File: src/rtl/tlb_pkg.sv
package tlb_pkg;
  localparam int unsigned SLOT_W     = 2;
  localparam int unsigned LINE_PAGES = 1 << SLOT_W;

  typedef enum logic [1:0] {
    ST_IDLE  = 2'd0,
    ST_SHOOT = 2'd1,
    ST_WIPE  = 2'd2,
    ST_DONE  = 2'd3
  } inv_state_e;

  typedef enum logic {
    KIND_SHOOT = 1'b0,
    KIND_WIPE  = 1'b1
  } inv_kind_e;
endpackage

File: src/rtl/tlb_rr_ptr.sv
module tlb_rr_ptr #(
  parameter int unsigned NUM_LINES = 16,
  localparam int unsigned IDX_W = (NUM_LINES > 1) ? $clog2(NUM_LINES) : 1
) (
  input  logic             clk_i,
  input  logic             rst_ni,
  input  logic             advance_i,
  output logic [IDX_W-1:0] ptr_o
);
  logic [IDX_W-1:0] ptr_q;

  always_ff @(posedge clk_i or negedge rst_ni) begin
    if (!rst_ni) ptr_q <= '0;
    else if (advance_i) begin
      if (ptr_q == IDX_W'(NUM_LINES - 1)) ptr_q <= '0;
      else ptr_q <= ptr_q + 1'b1;
    end
  end

  assign ptr_o = ptr_q;
endmodule

File: src/rtl/tlb_inval_ctrl.sv
module tlb_inval_ctrl import tlb_pkg::*; #(
  parameter int unsigned NUM_LINES = 16,
  parameter int unsigned TAG_W     = 18,
  localparam int unsigned IDX_W = (NUM_LINES > 1) ? $clog2(NUM_LINES) : 1
) (
  input  logic             clk_i,
  input  logic             rst_ni,
  input  logic             clear_req_i,
  input  logic             shoot_req_i,
  input  logic [TAG_W-1:0] shoot_tag_i,
  output logic             busy_o,
  output logic             clear_busy_o,
  output logic             shoot_busy_o,
  output logic             shoot_en_o,
  output logic [TAG_W-1:0] shoot_tag_o,
  output logic             wipe_en_o,
  output logic [IDX_W-1:0] wipe_idx_o
);
  inv_state_e       state_q;
  inv_kind_e        kind_q;
  logic [TAG_W-1:0] tag_q;
  logic [IDX_W-1:0] idx_q;

  always_ff @(posedge clk_i or negedge rst_ni) begin
    if (!rst_ni) begin
      state_q <= ST_IDLE;
      kind_q  <= KIND_SHOOT;
      tag_q   <= '0;
      idx_q   <= '0;
    end else begin
      unique case (state_q)
        ST_IDLE: begin
          // clear has priority over a simultaneous shoot
          if (clear_req_i) begin
            state_q <= ST_WIPE;
            kind_q  <= KIND_WIPE;
            idx_q   <= '0;
          end else if (shoot_req_i) begin
            state_q <= ST_SHOOT;
            kind_q  <= KIND_SHOOT;
            tag_q   <= shoot_tag_i;
          end
        end
        ST_SHOOT: state_q <= ST_DONE;
        ST_WIPE: begin
          if (idx_q == IDX_W'(NUM_LINES - 1)) state_q <= ST_DONE;
          else idx_q <= idx_q + 1'b1;
        end
        ST_DONE: state_q <= ST_IDLE;
        default: state_q <= ST_IDLE;
      endcase
    end
  end

  assign busy_o       = (state_q != ST_IDLE);
  assign clear_busy_o = busy_o && (kind_q == KIND_WIPE);
  assign shoot_busy_o = busy_o && (kind_q == KIND_SHOOT);
  assign shoot_en_o   = (state_q == ST_SHOOT);
  assign shoot_tag_o  = tag_q;
  assign wipe_en_o    = (state_q == ST_WIPE);
  assign wipe_idx_o   = idx_q;
endmodule

File: src/rtl/tlb_line_store.sv
module tlb_line_store import tlb_pkg::*; #(
  parameter int unsigned VPN_W     = 20,
  parameter int unsigned ENTRY_W   = 32,
  parameter int unsigned NUM_LINES = 16,
  localparam int unsigned TAG_W = VPN_W - SLOT_W,
  localparam int unsigned IDX_W = (NUM_LINES > 1) ? $clog2(NUM_LINES) : 1
) (
  input  logic               clk_i,
  input  logic               rst_ni,
  input  logic [VPN_W-1:0]   lu_vpn_i,
  output logic               lu_hit_o,
  output logic [ENTRY_W-1:0] lu_entry_o,
  input  logic               fill_en_i,
  input  logic [VPN_W-1:0]   fill_vpn_i,
  input  logic [ENTRY_W-1:0] fill_entry_i,
  input  logic [IDX_W-1:0]   victim_i,
  output logic               alloc_o,
  input  logic               shoot_en_i,
  input  logic [TAG_W-1:0]   shoot_tag_i,
  input  logic               wipe_en_i,
  input  logic [IDX_W-1:0]   wipe_idx_i
);
  logic [NUM_LINES-1:0][TAG_W-1:0]                   tag_all;
  logic [NUM_LINES-1:0][LINE_PAGES-1:0]              vld_all;
  logic [NUM_LINES-1:0][LINE_PAGES-1:0][ENTRY_W-1:0] dat_all;
  logic [NUM_LINES-1:0] lu_match, fill_match, shoot_match;
  logic                 fill_any;

  logic [TAG_W-1:0]  lu_tag, fill_tag;
  logic [SLOT_W-1:0] lu_slot, fill_slot;

  assign lu_tag    = lu_vpn_i[VPN_W-1:SLOT_W];
  assign lu_slot   = lu_vpn_i[SLOT_W-1:0];
  assign fill_tag  = fill_vpn_i[VPN_W-1:SLOT_W];
  assign fill_slot = fill_vpn_i[SLOT_W-1:0];

  assign fill_any = |fill_match;
  assign alloc_o  = fill_en_i && !fill_any;

  for (genvar g = 0; g < NUM_LINES; g++) begin : g_line
    logic [TAG_W-1:0]                   tag_q;
    logic [LINE_PAGES-1:0]              vld_q;
    logic [LINE_PAGES-1:0][ENTRY_W-1:0] dat_q;
    logic kill, wr_here;

    assign lu_match[g]    = (tag_q == lu_tag) && vld_q[lu_slot];
    assign fill_match[g]  = (|vld_q) && (tag_q == fill_tag);
    assign shoot_match[g] = (|vld_q) && (tag_q == shoot_tag_i);

    assign kill    = (wipe_en_i && (wipe_idx_i == IDX_W'(g))) || (shoot_en_i && shoot_match[g]);
    assign wr_here = fill_en_i && (fill_any ? fill_match[g] : (victim_i == IDX_W'(g)));

    always_ff @(posedge clk_i or negedge rst_ni) begin
      if (!rst_ni) begin
        tag_q <= '0;
        vld_q <= '0;
        dat_q <= '0;
      end else if (kill) begin
        vld_q <= '0;
      end else if (wr_here) begin
        if (!fill_any) begin
          tag_q <= fill_tag;
          vld_q <= LINE_PAGES'(1) << fill_slot;
        end else begin
          vld_q[fill_slot] <= 1'b1;
        end
        dat_q[fill_slot] <= fill_entry_i;
      end
    end

    assign tag_all[g] = tag_q;
    assign vld_all[g] = vld_q;
    assign dat_all[g] = dat_q;
  end

  always_comb begin
    lu_entry_o = '0;
    for (int l = 0; l < NUM_LINES; l++) begin
      if (lu_match[l]) lu_entry_o = lu_entry_o | dat_all[l][lu_slot];
    end
  end

  assign lu_hit_o = |lu_match;
endmodule

File: src/rtl/tlb_line_cache.sv
module tlb_line_cache import tlb_pkg::*; #(
  parameter int unsigned VPN_W     = 20,
  parameter int unsigned ENTRY_W   = 32,
  parameter int unsigned NUM_LINES = 16
) (
  input  logic               clk_i,
  input  logic               rst_ni,
  input  logic               lookup_valid_i,
  input  logic [VPN_W-1:0]   lookup_vpn_i,
  output logic               lookup_hit_o,
  output logic [ENTRY_W-1:0] lookup_entry_o,
  output logic               hit_pulse_o,
  output logic               miss_pulse_o,
  input  logic               fill_valid_i,
  input  logic [VPN_W-1:0]   fill_vpn_i,
  input  logic [ENTRY_W-1:0] fill_entry_i,
  input  logic               clear_req_i,
  output logic               clear_busy_o,
  input  logic               shoot_wr_i,
  input  logic [31:0]        shoot_wdata_i,
  output logic [31:0]        shoot_rdata_o
);
  localparam int unsigned TAG_W   = VPN_W - SLOT_W;
  localparam int unsigned IDX_W   = (NUM_LINES > 1) ? $clog2(NUM_LINES) : 1;
  localparam int unsigned PAD_W   = 30 - VPN_W;
  localparam int unsigned SHOOT_B = 30;

  logic             busy, shoot_busy, shoot_en, wipe_en, alloc, fill_en;
  logic             shoot_cmd, st_hit;
  logic [TAG_W-1:0] shoot_tag;
  logic [IDX_W-1:0] wipe_idx, victim;
  logic [ENTRY_W-1:0] st_entry;
  logic [VPN_W-1:0] sd_vpn_q;
  logic             hit_q, hit_p_q, miss_p_q;
  logic [ENTRY_W-1:0] entry_q;
  logic             hit_now;

  assign shoot_cmd = shoot_wr_i && shoot_wdata_i[SHOOT_B] && !busy;
  assign fill_en   = fill_valid_i && !busy;
  assign hit_now   = st_hit && !busy;

  tlb_inval_ctrl #(.NUM_LINES(NUM_LINES), .TAG_W(TAG_W)) u_ctrl (
    .clk_i        (clk_i),
    .rst_ni       (rst_ni),
    .clear_req_i  (clear_req_i),
    .shoot_req_i  (shoot_cmd),
    .shoot_tag_i  (shoot_wdata_i[VPN_W-1:SLOT_W]),
    .busy_o       (busy),
    .clear_busy_o (clear_busy_o),
    .shoot_busy_o (shoot_busy),
    .shoot_en_o   (shoot_en),
    .shoot_tag_o  (shoot_tag),
    .wipe_en_o    (wipe_en),
    .wipe_idx_o   (wipe_idx)
  );

  tlb_rr_ptr #(.NUM_LINES(NUM_LINES)) u_rr (
    .clk_i     (clk_i),
    .rst_ni    (rst_ni),
    .advance_i (alloc),
    .ptr_o     (victim)
  );

  tlb_line_store #(.VPN_W(VPN_W), .ENTRY_W(ENTRY_W), .NUM_LINES(NUM_LINES)) u_store (
    .clk_i        (clk_i),
    .rst_ni       (rst_ni),
    .lu_vpn_i     (lookup_vpn_i),
    .lu_hit_o     (st_hit),
    .lu_entry_o   (st_entry),
    .fill_en_i    (fill_en),
    .fill_vpn_i   (fill_vpn_i),
    .fill_entry_i (fill_entry_i),
    .victim_i     (victim),
    .alloc_o      (alloc),
    .shoot_en_i   (shoot_en),
    .shoot_tag_i  (shoot_tag),
    .wipe_en_i    (wipe_en),
    .wipe_idx_i   (wipe_idx)
  );

  always_ff @(posedge clk_i or negedge rst_ni) begin
    if (!rst_ni) begin
      sd_vpn_q <= '0;
      hit_q    <= 1'b0;
      entry_q  <= '0;
      hit_p_q  <= 1'b0;
      miss_p_q <= 1'b0;
    end else begin
      if (shoot_wr_i && !busy) sd_vpn_q <= shoot_wdata_i[VPN_W-1:0];
      hit_p_q  <= lookup_valid_i && hit_now;
      miss_p_q <= lookup_valid_i && !hit_now;
      if (lookup_valid_i) begin
        hit_q   <= hit_now;
        entry_q <= hit_now ? st_entry : '0;
      end
    end
  end

  assign lookup_hit_o   = hit_q;
  assign lookup_entry_o = entry_q;
  assign hit_pulse_o    = hit_p_q;
  assign miss_pulse_o   = miss_p_q;
  assign shoot_rdata_o  = {shoot_busy, 1'b0, {PAD_W{1'b0}}, sd_vpn_q};
endmodule

File: config.mk
export PLATFORM = sky130hd
export DESIGN_NAME = tlb_line_cache
export DESIGN_NICKNAME = d
export VERILOG_FILES = /design/src/rtl/tlb_pkg.sv /design/src/rtl/tlb_rr_ptr.sv /design/src/rtl/tlb_inval_ctrl.sv /design/src/rtl/tlb_line_store.sv /design/src/rtl/tlb_line_cache.sv
export SDC_FILE = /design/constraint.sdc
export NUM_CORES = 2
export LEC_CHECK = 0
export BUFFER_PORTS_ARGS = -buffer_cell sky130_fd_sc_hd__buf_4
export CAP_MARGIN = 10
export CORE_UTILIZATION = 31
export CTS_CLUSTER_DIAMETER = 120
export DETAILED_ROUTE_END_ITERATION = 6
export GPL_ROUTABILITY_DRIVEN = 0
export GPL_TIMING_DRIVEN = 0
export PLACE_DENSITY = 0.48
export SLEW_MARGIN = 10
export SYNTH_ARGS = -nofsm -noshare
export SYNTH_HDL_FRONTEND = slang
export SYNTH_HIERARCHICAL = 1
export SYNTH_SLANG_ARGS = --single-unit
File: constraint.sdc
create_clock -name clk_i -period 5.4 [get_ports clk_i]
set_input_delay 0.54 -clock clk_i [delete_from_list [all_inputs] [get_ports clk_i]]
set_output_delay 0.54 -clock clk_i [all_outputs]
set_load 0.02 [all_outputs]
==> results.ini <==
[outcome]
outcome = finished with violations
violations = max-capacitance violations, max-slew violations, negative setup slack

[worst_hold_path]
hold_path_class = input port to flop

[grt]
grt_pass1_vias = 88400
grt_start_max_net_pins = 172
antenna_found_initial = 53
grt_pass1_wl_mm = 796
grt_overflow = 0
grtUsageTotal_pct = 29.9

[setup_path]
crit_arrival_ns = 6.41
cp_max_fo = 10
endpoint_kind = flop
start_kind = input port
crit_required_ns = 6.24
worstSetupPathType = input port to flop

[finish]
syn_to_final_growth_pct = 16.3
final_common_cell = dfrtp_1
nets = 9211
seqCellArea_um2 = 62200
layout-drive-gt1-share_pct = 37.9
mostFrequentLayoutCells = dfrtp_1 (2,484), mux2_2 (1,670), o2bb2ai_1 (548), mux4_2 (528), xnor2_1 (517)
multi_input_area_um2 = 54200
final_cells = 14500
n_fill_cell = 37100

[logic_synthesis]
synth_cells = 8609
synth-main-ff-cell = dfrtp_1
synth_top_family_by_area = multiplexers
yosys_warnings = 6
synth_area_leaders = dfrtp_1 (52%), mux2_2 (16%), mux4_2 (9.9%)
synth-edff-count = 0
synth_top_area_cell = dfrtp_1
synthAdderAreaFrac_pct = 0.0625
yosysUniqueCellTypes = 91
async_reset_ff_share_pct = 100
synth_xor_area_share_pct = 6.31
ys_seq_area_share_pct = 51.7
synth_compound_area_share_pct = 7.92
synth-seq-cells = 2484
synth_area_um2 = 120000
synth_top_area_share_pct = 51.7
synth_mux_area_share_pct = 26.3
post_synth.cell_area_avg_um2 = 14.0
synthSimpleGateAreaFrac_pct = 4.28

[sta]
clock_skew_ns = 0.121
rsz0062_at_grt = yes
setup-tns-final_ns = -15.43
max_freq_ghz = 0.180
relSlewSlack_pct = -1.47
maxSlewViolCount = 11
finalHoldViolations = 0
tightest_slew_ns = 1.52
layout_setup_ws_ns = -0.171
period_needed_ns = 5.57
finalCritPeriodShare_pct = 103
finalSetupViolations = 282

[clock_network]
tritoncts = yes
cts_buffers = 297
clk_latency_ns = 0.99
clockRootBuffer = clkbuf_16
cts.htree.levels = 5
clk_path_buf_depth = 4
cts_setup_buffers = 0
clock-sinks = 2484
path_clk_slew_ns = 0.06

[placement]
dp_hpwl_mm = 404
port_buffers = 85
dp.cells = 14000

[route]
drtPass1Iterations = 6
drc = 0
via_per_inst = 6.09
drt-initial-drc-count = 11500
drt-total-wl_mm = 594
via_count = 88400
ant_nets = 0
wire_per_inst_um = 40.9

[floorplanning]
rows = 228
die_area_um2 = 390000
io_pins = 178
die_w_um = 625
coreArea_um2 = 386000
die-height_um = 625
initial_core_util_pct = 31.2

[power]
power.density_nw_per_um2 = 439
power_leakage_nw = 61.5
vdd_drop_max_mv = 0.257

[flow_run]
maxCapViolCount = 1

[cell type report]
cell class	instances	area share, %
inverter	39	0.110
clock inverter	72	0.642
timing repair buffer	195	2.01
tap	5175	4.63
buffer	830	3.00
multi-input combinational	5248	38.7
sequential	2484	44.5
antenna	32	0.0573
clock buffer	445	6.36
[cells by family (layout without fill, tap and decap cells)]
kind of cell	count (synthesis)	after routing
other	1	43
adder cells (fa/ha/maj)	6	6
buffers and inverters	887	1581
AO/OA/AOI/OAI	1164	1164
XOR/XNOR	865	865
flip-flops	2484	2484
multiplexers	2266	2266
AND/OR/NAND/NOR	936	936
[power breakdown]
group / internal (mW) / switching, mW
Combinational: 6.92 / 8.02
Clock: 12.2 / 8.45
Sequential: 22.4 / 3.46
Total: 41.5 / 19.9
[critical path, cell delays in order]
cell and delay (ns):
clkbuf_1 0.86, clkbuf_2 0.83, xnor2_1 0.20, nand3_1 0.12, nor3_1 0.87, nand3_1 0.46, inv_1 0.73, clkbuf_2 0.57
buf_16 0.23, a22o_1 0.29, a221oi_1 0.10, nand4_1 0.28, nand2_1 0.12, o2bb2ai_2 0.15
[synthesized netlist by cell type (all sizes together) (9+ instances only)]
| cell type | n |
|---|---|
| nor2 | 92 |
| nand4 | 180 |
| a21oi | 29 |
| nor2b | 15 |
| nand2 | 240 |
| dfrtp | 2484 |
| xnor2 | 517 |
| mux2 | 1735 |
| inv | 39 |
| nor4 | 128 |
| o221a | 16 |
| a2bb2oi | 17 |
| o2bb2ai | 577 |
| a221oi | 131 |
| xor2 | 348 |
| a22o | 129 |
| mux4 | 528 |
| a211oi | 12 |
| buf | 379 |
| nor3 | 84 |
| or2 | 12 |
| clkbuf | 469 |
| a41oi | 9 |
| o21ai | 205 |
| and2 | 10 |
| nand3 | 92 |
| nand2b | 24 |
[repair_timing]
| item | in CTS | in global routing |
|---|---|---|
| gates resized for setup | 35 | 21 |
| setup endpoints to repair | 904 | 495 |
| hold buffers | 23 | 0 |
| pin swaps | 0 | 0 |
| hold endpoints to repair | 164 | 0 |
[sequential cells by signal (all words and copies together) (netlist names)]
register / flops
u_store/g_line.tag_q: 288
u_ctrl/shoot_tag_o: 18
u_store/dat_all: 2048
miss_pulse_o: 1
hit_pulse_o: 1
u_ctrl/kind_q: 1
u_rr/ptr_o: 4
u_ctrl/wipe_idx_o: 4
sd_vpn_q: 20
lookup_entry_o: 32
u_ctrl/state_q: 2
lookup_hit_o: 1
u_store/g_line.vld_q: 64
[per-layer routing]
layer  vias up  track usage [%]  part of all wire, %
met5         -            0.198                0.054
met4        29             19.4                  7.8
met3      1607             10.5                   11
met2      5958             43.3                   42
met1     47700             37.7                   38
li1      33100                -                    -
[metrics by stage]
stage               worst slack, ns  cell area, µm²  util, %  total power, mW  hold slack, ns
finish                       -0.171          140000     36.3             61.4          0.0567
global route                -0.0387          140000     36.2             63.3          0.0619
CTS                        -0.00712          140000     36.2             61.2         0.00876
detailed placement            -1.16          130000     33.6             40.5           0.468
global placement             -27.62          127000     33.0             39.9           0.462
floorplan                      1.83          120000        -             34.5           0.244
[path summary, 6_finish.rpt]
path	slack [ns]	endpoint	from	cells after the start
setup / recovery	-0.17	lookup_entry_o[10]	lookup_vpn_i[16]	14
hold / removal	0.06	sd_vpn_q[19]	shoot_wr_i	3
setup reg to reg	-0.16	u_store/dat_all[1870]	u_ctrl/shoot_tag_o[14]	10
hold reg to reg	0.48	u_store/dat_all[1432]	u_store/dat_all[1432]	1
max in group asynchronous	1.20	u_store/dat_all[886]	rst_ni	7
min in group asynchronous	0.23	u_store/dat_all[1514]	rst_ni	2
Note: power is estimated with default switching activity, not from simulation.
